## config.mk

```make
export PLATFORM = sky130hd
export DESIGN_NAME = clk_en_gen
export DESIGN_NICKNAME = d
export VERILOG_FILES = /design/src/rtl/clk_en_pkg.sv /design/src/rtl/clk_en_phase.sv /design/src/rtl/clk_en_cfg.sv /design/src/rtl/clk_en_div.sv /design/src/rtl/clk_en_gen.sv
export SDC_FILE = /design/constraint.sdc
export NUM_CORES = 1
export LEC_CHECK = 0
export CAP_MARGIN = 20
export CORE_MARGIN = 2
export CORE_UTILIZATION = 61
export CTS_CLUSTER_DIAMETER = 120
export CTS_CLUSTER_SIZE = 24
export DETAILED_ROUTE_END_ITERATION = 6
export PLACE_DENSITY_LB_ADDON = 0.08
export SYNTH_ARGS = -nofsm -noshare
export SYNTH_HDL_FRONTEND = slang
export SYNTH_SLANG_ARGS = --single-unit
```

## constraint.sdc

```tcl
create_clock -name clk_i -period 6.9 [get_ports clk_i]
set_input_delay 1.38 -clock clk_i [delete_from_list [all_inputs] [get_ports clk_i]]
set_output_delay 1.38 -clock clk_i [all_outputs]
set_load 0.03 [all_outputs]
```

## src/rtl/clk_en_pkg.sv

```systemverilog
package clk_en_pkg;

  localparam int unsigned SHIFT_W = 3;

  typedef enum logic [1:0] {
    RATIO_DIV4 = 2'b00,
    RATIO_DIV3 = 2'b01,
    RATIO_DIV2 = 2'b10,
    RATIO_RSVD = 2'b11
  } ratio_e;

  typedef struct packed {
    ratio_e             ratio;
    logic               ce_fast;
    logic [SHIFT_W-1:0] cpu_shift;
    logic               brown;
  } cfg_t;

  localparam cfg_t CFG_RESET = '{
    ratio:     RATIO_DIV4,
    ce_fast:   1'b0,
    cpu_shift: '0,
    brown:     1'b0
  };

  // Divisor D applied to the reference for the scaled master rate.
  function automatic logic [2:0] ratio_to_div(input ratio_e r);
    case (r)
      RATIO_DIV2: ratio_to_div = 3'd2;
      RATIO_DIV3: ratio_to_div = 3'd3;
      default:    ratio_to_div = 3'd4;
    endcase
  endfunction

endpackage

```

## src/rtl/clk_en_phase.sv

```systemverilog
module clk_en_phase #(
  parameter int unsigned TICK_DIV = 2400,
  localparam int unsigned CNT_W   = $clog2(TICK_DIV)
) (
  input  logic clk_i,
  input  logic rst_i,
  output logic wrap_o,
  output logic zero_o
);

  localparam logic [CNT_W-1:0] LAST = CNT_W'(TICK_DIV - 1);

  logic [CNT_W-1:0] phase_q;

  always_ff @(posedge clk_i) begin
    if (rst_i)              phase_q <= '0;
    else if (phase_q == LAST) phase_q <= '0;
    else                    phase_q <= phase_q + 1'b1;
  end

  assign wrap_o = (phase_q == LAST);
  assign zero_o = (phase_q == '0);

  // the window count never leaves its range and restarts after the last cycle
  assert_phase_range_R6: assert property (@(posedge clk_i) disable iff (rst_i)
    phase_q <= LAST);
  assert_phase_restart_R6: assert property (@(posedge clk_i) disable iff (rst_i)
    wrap_o |=> zero_o);

endmodule

```

## src/rtl/clk_en_cfg.sv

```systemverilog
module clk_en_cfg
  import clk_en_pkg::*;
#(
  parameter int unsigned PER_W = 12
) (
  input  logic               clk_i,
  input  logic               rst_i,
  input  logic               wrap_i,
  input  logic               ratio_fast_i,
  input  logic               ratio_mid_i,
  input  logic               ce_fast_i,
  input  logic [SHIFT_W-1:0] cpu_shift_i,
  input  logic               brown_i,
  output logic               brown_o,
  output logic [PER_W-1:0]   mck_last_o,
  output logic [PER_W-1:0]   ce_last_o,
  output logic [PER_W-1:0]   adc_last_o,
  output logic [PER_W-1:0]   cpu_last_o
);

  cfg_t             cfg_q;
  cfg_t             cfg_d;
  logic [PER_W-1:0] base;
  logic [PER_W-1:0] quad;

  always_comb begin
    cfg_d.ratio     = ratio_e'({ratio_fast_i, ratio_mid_i});
    cfg_d.ce_fast   = ce_fast_i;
    cfg_d.cpu_shift = cpu_shift_i;
    cfg_d.brown     = brown_i;
  end

  // Settings are adopted only at the window boundary.
  always_ff @(posedge clk_i) begin
    if (rst_i)       cfg_q <= CFG_RESET;
    else if (wrap_i) cfg_q <= cfg_d;
  end

  always_comb begin
    base       = PER_W'(ratio_to_div(cfg_q.ratio));
    quad       = base << 2;
    mck_last_o = base - 1'b1;
    adc_last_o = quad - 1'b1;
    if (cfg_q.ratio == RATIO_DIV2 && !cfg_q.ce_fast) ce_last_o = (base << 3) - 1'b1;
    else                                              ce_last_o = quad - 1'b1;
    cpu_last_o = (quad << cfg_q.cpu_shift) - 1'b1;
  end

  assign brown_o = cfg_q.brown;

  // settings hold steady except on the cycle that closes a window
  assert_cfg_hold_R9: assert property (@(posedge clk_i) disable iff (rst_i)
    !wrap_i |=> $stable(cfg_q));

endmodule

```

## src/rtl/clk_en_div.sv

```systemverilog
module clk_en_div #(
  parameter int unsigned W = 12
) (
  input  logic         clk_i,
  input  logic         rst_i,
  input  logic         restart_i,
  input  logic [W-1:0] last_i,
  output logic         zero_o
);

  logic [W-1:0] cnt_q;

  always_ff @(posedge clk_i) begin
    if (rst_i)                        cnt_q <= '0;
    else if (restart_i || cnt_q >= last_i) cnt_q <= '0;
    else                              cnt_q <= cnt_q + 1'b1;
  end

  assign zero_o = (cnt_q == '0);

  // the period count stays inside the programmed period
  assert_cnt_bound_R5: assert property (@(posedge clk_i) disable iff (rst_i)
    cnt_q <= last_i);

endmodule

```

## src/rtl/clk_en_gen.sv

```systemverilog
module clk_en_gen
  import clk_en_pkg::*;
#(
  parameter int unsigned TICK_DIV = 2400,
  parameter int unsigned SLOW_DIV = 2800
) (
  input  logic               clk_i,
  input  logic               rst_i,
  input  logic               ratio_fast_i,
  input  logic               ratio_mid_i,
  input  logic               ce_fast_i,
  input  logic [SHIFT_W-1:0] cpu_div_i,
  input  logic               brownout_i,
  output logic               mck_en_o,
  output logic               ce_en_o,
  output logic               adc_en_o,
  output logic               cpu_en_o,
  output logic               tick_en_o
);

  localparam int unsigned PER_W    = 4 + (1 << SHIFT_W);
  localparam int unsigned SLOW_W   = $clog2(SLOW_DIV);
  localparam int unsigned NUM_FAST = 4;
  localparam int unsigned IDX_MCK  = 0;
  localparam int unsigned IDX_CE   = 1;
  localparam int unsigned IDX_ADC  = 2;
  localparam int unsigned IDX_CPU  = 3;
  localparam logic [SLOW_W-1:0] SLOW_LAST = SLOW_W'(SLOW_DIV - 1);

  logic                wrap;
  logic                at_zero;
  logic                brown;
  logic                brown_q;
  logic                slow_hit;
  logic [NUM_FAST-1:0] hit;
  logic [PER_W-1:0]    last_a [NUM_FAST];

  clk_en_phase #(.TICK_DIV(TICK_DIV)) u_phase (
    .clk_i  (clk_i),
    .rst_i  (rst_i),
    .wrap_o (wrap),
    .zero_o (at_zero)
  );

  clk_en_cfg #(.PER_W(PER_W)) u_cfg (
    .clk_i        (clk_i),
    .rst_i        (rst_i),
    .wrap_i       (wrap),
    .ratio_fast_i (ratio_fast_i),
    .ratio_mid_i  (ratio_mid_i),
    .ce_fast_i    (ce_fast_i),
    .cpu_shift_i  (cpu_div_i),
    .brown_i      (brownout_i),
    .brown_o      (brown),
    .mck_last_o   (last_a[IDX_MCK]),
    .ce_last_o    (last_a[IDX_CE]),
    .adc_last_o   (last_a[IDX_ADC]),
    .cpu_last_o   (last_a[IDX_CPU])
  );

  // All fast dividers restart on the same edge, so their pulses line up.
  for (genvar g = 0; g < NUM_FAST; g++) begin : g_fast
    clk_en_div #(.W(PER_W)) u_div (
      .clk_i     (clk_i),
      .rst_i     (rst_i),
      .restart_i (wrap),
      .last_i    (last_a[g]),
      .zero_o    (hit[g])
    );
  end

  // Slow brownout rate: held at zero until brownout begins, then free-running.
  clk_en_div #(.W(SLOW_W)) u_slow (
    .clk_i     (clk_i),
    .rst_i     (rst_i),
    .restart_i (!brown),
    .last_i    (SLOW_LAST),
    .zero_o    (slow_hit)
  );

  always_ff @(posedge clk_i) begin
    if (rst_i) begin
      mck_en_o  <= 1'b0;
      ce_en_o   <= 1'b0;
      adc_en_o  <= 1'b0;
      cpu_en_o  <= 1'b0;
      tick_en_o <= 1'b0;
      brown_q   <= 1'b0;
    end else begin
      tick_en_o <= at_zero;
      brown_q   <= brown;
      if (brown) begin
        mck_en_o <= 1'b0;
        ce_en_o  <= 1'b0;
        adc_en_o <= slow_hit;
        cpu_en_o <= slow_hit;
      end else begin
        mck_en_o <= hit[IDX_MCK];
        ce_en_o  <= hit[IDX_CE];
        adc_en_o <= hit[IDX_ADC];
        cpu_en_o <= hit[IDX_CPU];
      end
    end
  end

  // every fast strobe coincides with the tick outside brownout
  assert_aligned_R7: assert property (@(posedge clk_i) disable iff (rst_i)
    (tick_en_o && !brown_q) |-> (mck_en_o && ce_en_o && adc_en_o && cpu_en_o));
  // fast strobes silent during brownout
  assert_brown_quiet_R10: assert property (@(posedge clk_i) disable iff (rst_i)
    brown_q |-> (!mck_en_o && !ce_en_o));
  // single-cycle strobes
  assert_tick_single_R8: assert property (@(posedge clk_i) disable iff (rst_i)
    tick_en_o |=> !tick_en_o);
  assert_ce_single_R8: assert property (@(posedge clk_i) disable iff (rst_i)
    ce_en_o |=> !ce_en_o);
  assert_adc_single_R8: assert property (@(posedge clk_i) disable iff (rst_i)
    adc_en_o |=> !adc_en_o);
  assert_cpu_single_R8: assert property (@(posedge clk_i) disable iff (rst_i)
    cpu_en_o |=> !cpu_en_o);

endmodule

```

======== Word level (Yosys, flattened, before mapping) ========
Index checks and enable logic that the tools add are counted.
word-level totals
  word-level logic and storage cells ...... 59
  output and inout bits ................... 5
  flip-flop bits (word level) ............. 84
  input bits .............................. 9
cells by class
  multiplexer cells ....................... 4
  $lt $le $gt $ge ......................... 5
  reductions and logical operators ........ 21
  eq/ne operators ......................... 3
  add/sub/neg operators ................... 10
  shift operators ......................... 1
operator list
  operator                                              number
  adder 12 x 1 -> 12 bit (second input constant)        6
  zero test 12 bit                                      6
  >= comparator 12 bit                                  4
  OR reduction 2 bit                                    7
  equality test 12 bit (second input constant)          1
  >= comparator 12 bit (second input constant)          1
  two-way mux 12 bit                                    1
  << shifter 5 x 3 -> 12 bit                            1
  subtractor 12 x 1 -> 12 bit (second input constant)   1
  subtractor 6 x 1 -> 7 bit (second input constant)     1
  one-hot mux 3 bit (2 select lines)                    1
  subtractor 5 x 1 -> 6 bit (second input constant)     1
  logical OR 1 bit                                      5
  subtractor 3 x 1 -> 4 bit (second input constant)     1
  equality test 2 x 1 -> 1 bit (second input constant)  1
  equality test 2 bit (second input constant)           1
  zero test 1 bit                                       2
  two-way mux 1 bit                                     2
  logical AND 1 bit                                     1

======== Logic depth before layout (Yosys ltp) ========
  depth after elaboration ................. 7
  gate-level depth with buffers ........... 18

======== Cells and area by module ========
From an unflattened synthesis, not the netlist that was laid out.
unflattened totals
  cells, all modules ...................... 713
  area total of the unflattened synthesis .. 6418.7 um^2
by module, submodules not included
  module        cells each  instances  area an instance (um^2)
  clk_en_div    101         5          950.9
  clk_en_cfg    126         1          934.6
  clk_en_phase  66          1          570.5
  clk_en_gen    16          1          158.9

======== Worst setup path before layout ========
Ideal clock, no wire load.
  kind .................................... register to register
  start ................................... register u_cfg.cfg_q[5] (netlist bit)
  end ..................................... register g_fast[3].u_div.cnt_q[10]
  setup slack ............................. 3.439 ns
  cell stages (with the launch flop) ...... 18
  buffers on the path ..................... 1
  arrival time ............................ 3.396 ns
  setup time .............................. 0.065 ns
  clock period less this slack ............ 3.461 ns
  cell sequence ........................... dfxtp_1 inv_1 ha_1 nor2_1 a21o_1 nand2_1 ha_1 inv_1 nor4_1 a32oi_1 o311a_1 a21oi_1 ha_1 a21o_1 a2111oi_0 nand2_1 clkbuf_1 nor2_1
between the ends
  cells in the longest elaborated chain, start to end .. 7
RTL lines
  element                                                                     RTL line          source
  start: declaration                                                          clk_en_cfg.sv:21  cfg_t cfg_q;
  start signal: assignment                                                    clk_en_cfg.sv:36  else if (wrap_i) cfg_q <= cfg_d;
  equality test 2 x 1 -> 1 bit / equality test 2 bit (equally long branches)  clk_en_pkg.sv:28  case (r)
  one-hot mux 3 bit (2 select lines) (*)                                      clk_en_pkg.sv:28
  << shifter 5 x 3 -> 12 bit (*)                                              clk_en_cfg.sv:46  cpu_last_o = (quad << cfg_q.cpu_shift) - 1'b1;
  subtractor 12 x 1 -> 12 bit (*)                                             clk_en_cfg.sv:46
  >= comparator 12 bit (*)                                                    clk_en_div.sv:15  else if (restart_i || cnt_q >= last_i) cnt_q <= '0;
  logical OR 1 bit (*)                                                        clk_en_div.sv:15
  OR reduction 2 bit (no line) (*)                                            n/a
  end signal: assignment                                                      clk_en_div.sv:16  else cnt_q <= cnt_q + 1'b1;
  end: declaration                                                            clk_en_div.sv:11  logic [W-1:0] cnt_q;
Every way passes the cells marked *; elsewhere a longest branch is shown, timed or not.
A chain may end at the register's enable or synchronous reset.

======== Final worst setup path ========
  start ................................... register u_cfg.cfg_q[5] (netlist bit)
  end ..................................... register g_fast[3].u_div.cnt_q[4]
Same word-level chain as after synthesis.

==> results.cfg <==
[final_layout]
stdcell_count = 528
syn_to_final_growth_pct = 12.05
antenna_cells = 0
fin_nets = 490
fill_cells = 450
drive_above_1_share_pct = 5.077

[route]
drt_pass1_iterations = 4
drt-total-wl_microns = 6498
drc = 0
drtIter0Drc = 145
post_drt_wl_per_cell_microns = 12.31
vias = 2803
viasPerCell = 5.309
postRouteAntennaNets = 0

[sta]
fin_setup_tns_ns = 0
period_share_pct = 60.53
skew_ns = 0.01237
hold_viol = 0
min_period_ns = 4.177
slew_headroom_pct = 56.41
rsz0062_at_grt = false
clock.fmax_ghz = 0.2394
drv_slew = 0
whs_ns = 0.4588
finalSetupViolations = 0
tightest_slew_ns = 0.6471

[yosys]
avgSynthCellArea_sq_um = 9.124
synth_async_sr_flop_share_pct = 0
syn_area_sq_um = 3750
ys_warn_count = 0
synth_cell_types = 43
ys_seq_elements = 84
synth-main-ff-cell = dfxtp_1
seq_area_frac_synth_pct = 44.84
synth-edff-count = 0
synthCells = 411

[worst_setup_path]
cp-end-kind = flip-flop
crit_path_end = g_fast[3].u_div.cnt_q[4]
cp.arrival_ns = 4.46
worstSetupStartpointType = flip-flop
reg2reg_depth = 16
cp_max_fo = 11
crit_path_start = u_cfg.cfg_q[5]
r2r_slack_ns = 2.72
r2r_start = u_cfg.cfg_q[5]
r2r-end = g_fast[3].u_div.cnt_q[4]
critPathRequiredTime_ns = 7.18
crit_type = flip-flop to flip-flop

[clock_network]
clock_sinks = 84
cts.clk_slew.worst_paths_ns = 0.09
post-cts-setup-buffers = 0
cts_tree = done
clk_path_buf_depth = 2
clock_latency_ns = 0.35
post_cts_resized = 0
cts_buffers = 9
cts_htree_levels = 3
ctsHoldBuffers = 0
clock-root-buffer = clkbuf_8

[power]
ir_worst_vdd_mv = 0.1408
power.density_nw_per_um2 = 201.7
switchingPower_uw = 196.8
pwr-share-clk_pct = 37.6
pwr-share-seq_pct = 59.1
p_int_uw = 650.6
switching_share_pct = 23.22
total_leakage_power_nw = 1.684
pwr-share-comb_pct = 3.2

[global_route]
grt_antenna_before_repair = 0
grt_max_degree = 20
grt_usage_pct = 20.91
globalRoute.totalOverflow = 0
grt_pass1_wl_microns = 10990
first_global_vias = 2524

[floorplanning]
start_util_pct = 63.33
fp.coreArea_sq_um = 5921
num_rows = 28
die_h_microns = 82.41
ioPinCount = 14
die_w_microns = 82.41
design.die.area_sq_um = 6791

[placed_design]
placed_cells = 512
hpwl_microns = 4744
place_congestion = 0.8081
port_buffers = 13

[job]
drv_cap = 0

[worst_hold_path]
hold_class = flip-flop to flip-flop
min_from = g_fast[0].u_div.cnt_q[0]

[run_status]
status = finished clean
## flip-flops by register name (all words and copies together) (netlist names)
| register | flops |
|---|---|
| tick_en_o | 1 |
| u_cfg.cfg_q | 6 |
| u_slow.cnt_q | 12 |
| cpu_en_o | 1 |
| u_phase.phase_q | 12 |
| mck_en_o | 1 |
| adc_en_o | 1 |
| g_fast.u_div.cnt_q | 48 |
| u_cfg.brown_o | 1 |
| ce_en_o | 1 |
## power groups by stage
stage          logic (mW)  registers (mW)  clock network (mW)
6_report           0.0274           0.501               0.319
2_1_floorplan      0.0137           0.514                   0
4_1_cts            0.0277           0.501               0.327
5_1_grt            0.0310           0.502               0.348
3_5_place_dp       0.0274           0.513                   0
3_3_place_gp       0.0269           0.512                   0
## area by class of cell
type,instances,area (sq um),share of cell area (%)
Sequential cell,84,1682,40.02
Tap cell,75,93.84,2.233
Timing Repair Buffer,14,137.6,3.276
Multi-Input combinational cell,312,2004,47.71
Clock inverter,6,45.04,1.072
Inverter,27,101.3,2.412
Clock buffer,10,137.6,3.276
## cells in the mapped netlist, types with 2 or more instances
cell type  count  area, sq um
nor3_1         6        30.03
o21bai_1       2        15.01
inv_1         27        101.4
and3_1        10        62.56
nor2b_1        5        31.28
nand2_1       19        71.32
a31oi_1        2        12.51
mux2i_1        8        80.08
or4_4          2        22.52
a21oi_1       14        70.07
clkbuf_1       8        30.03
nor4_1        13        81.33
nand3_1       23        115.1
ha_1          33        412.9
nand2b_1       3        18.77
a21o_1         3        22.52
xor2_1        23        201.4
and2_1         2        12.51
nand4_1        8        50.05
nor2_1        74        277.8
xnor2_1       15        131.4
o21ai_0        5        25.02
dfxtp_1       84         1682
and4_1         3        26.28
## per-layer routing
layer  GRT usage [%]  share of wire (%)
met2           35.97                 48
met1           25.95                 48
met5               0                  0
met4           5.500                1.2
met3           5.326                3.1
## how the worst min path moves through the flow
stage / endpoint / cells after the start
after floorplan: g_fast[0].u_div.cnt_q[0] / 1
after global placement: g_fast[0].u_div.cnt_q[0] / 1
after detailed placement: g_fast[0].u_div.cnt_q[0] / 1
after CTS: g_fast[0].u_div.cnt_q[0] / 1
after global routing: u_phase.phase_q[0] / 1
final: g_fast[0].u_div.cnt_q[0] / 1
## cells by family (layout without fill, tap and decap cells)
family	Yosys count	after routing	share of synthesized area (%)
DFF	84	84	44.84
AOI/OAI and AO/OA	37	37	6.540
other	1	23	0.1000
xor gates and xnor gates	38	38	8.876
adders and majority gates	33	33	11.01
and+or+nand+nor	173	173	22.59
muxes	8	8	2.136
buffers and inverters	37	57	3.904
## cell usage in the layout, fill, tap and decap left out, drive strengths merged, types with 2 or more instances in the layout
| cell type | instances |
|---|---|
| clkbuf | 10 |
| a21o | 3 |
| nor4 | 13 |
| and2 | 2 |
| clkdlybuf4s50 | 13 |
| mux2i | 8 |
| nand2b | 3 |
| nand2 | 19 |
| and4 | 4 |
| nor3 | 6 |
| inv | 29 |
| or4 | 2 |
| clkinvlp | 3 |
| xor2 | 23 |
| dfxtp | 84 |
| nand3 | 23 |
| a21oi | 14 |
| nor2 | 74 |
| xnor2 | 15 |
| a31oi | 2 |
| and3 | 11 |
| nand4 | 8 |
| o21ai | 5 |
| conb | 23 |
| ha | 33 |
| nor2b | 5 |
| o21bai | 2 |
## stage by stage
| step | utilization, % | total power, mW | instance area [sq um] | setup slack, ns |
|---|---|---|---|---|
| CTS | 70.96 | 0.8555 | 4202 | 2.805 |
| global placement | 67.88 | 0.5392 | 4019 | 3.113 |
| global route | 70.96 | 0.8812 | 4202 | 2.393 |
| finish | 70.96 | 0.8473 | 4202 | 2.723 |
| detailed placement | 67.88 | 0.5401 | 4019 | 2.848 |
| floorplan | - | 0.5278 | 3832 | 3.439 |
## worst max-delay path, stage by stage, from the launching register on
cell and delay, ns:
dfxtp_1 0.39, inv_1 0.06, ha_1 0.33, nor2_1 0.09, a21o_1 0.19, nand2_1 0.08
ha_1 0.24, inv_1 0.10, nor4_1 0.40, a32oi_1 0.14, o311a_1 0.37, a21oi_1 0.14
ha_1 0.26, a21o_1 0.17, a2111oi_0 0.58, nand2_1 0.39, nor2_1 0.18
Power figures use the tool's default switching activity.
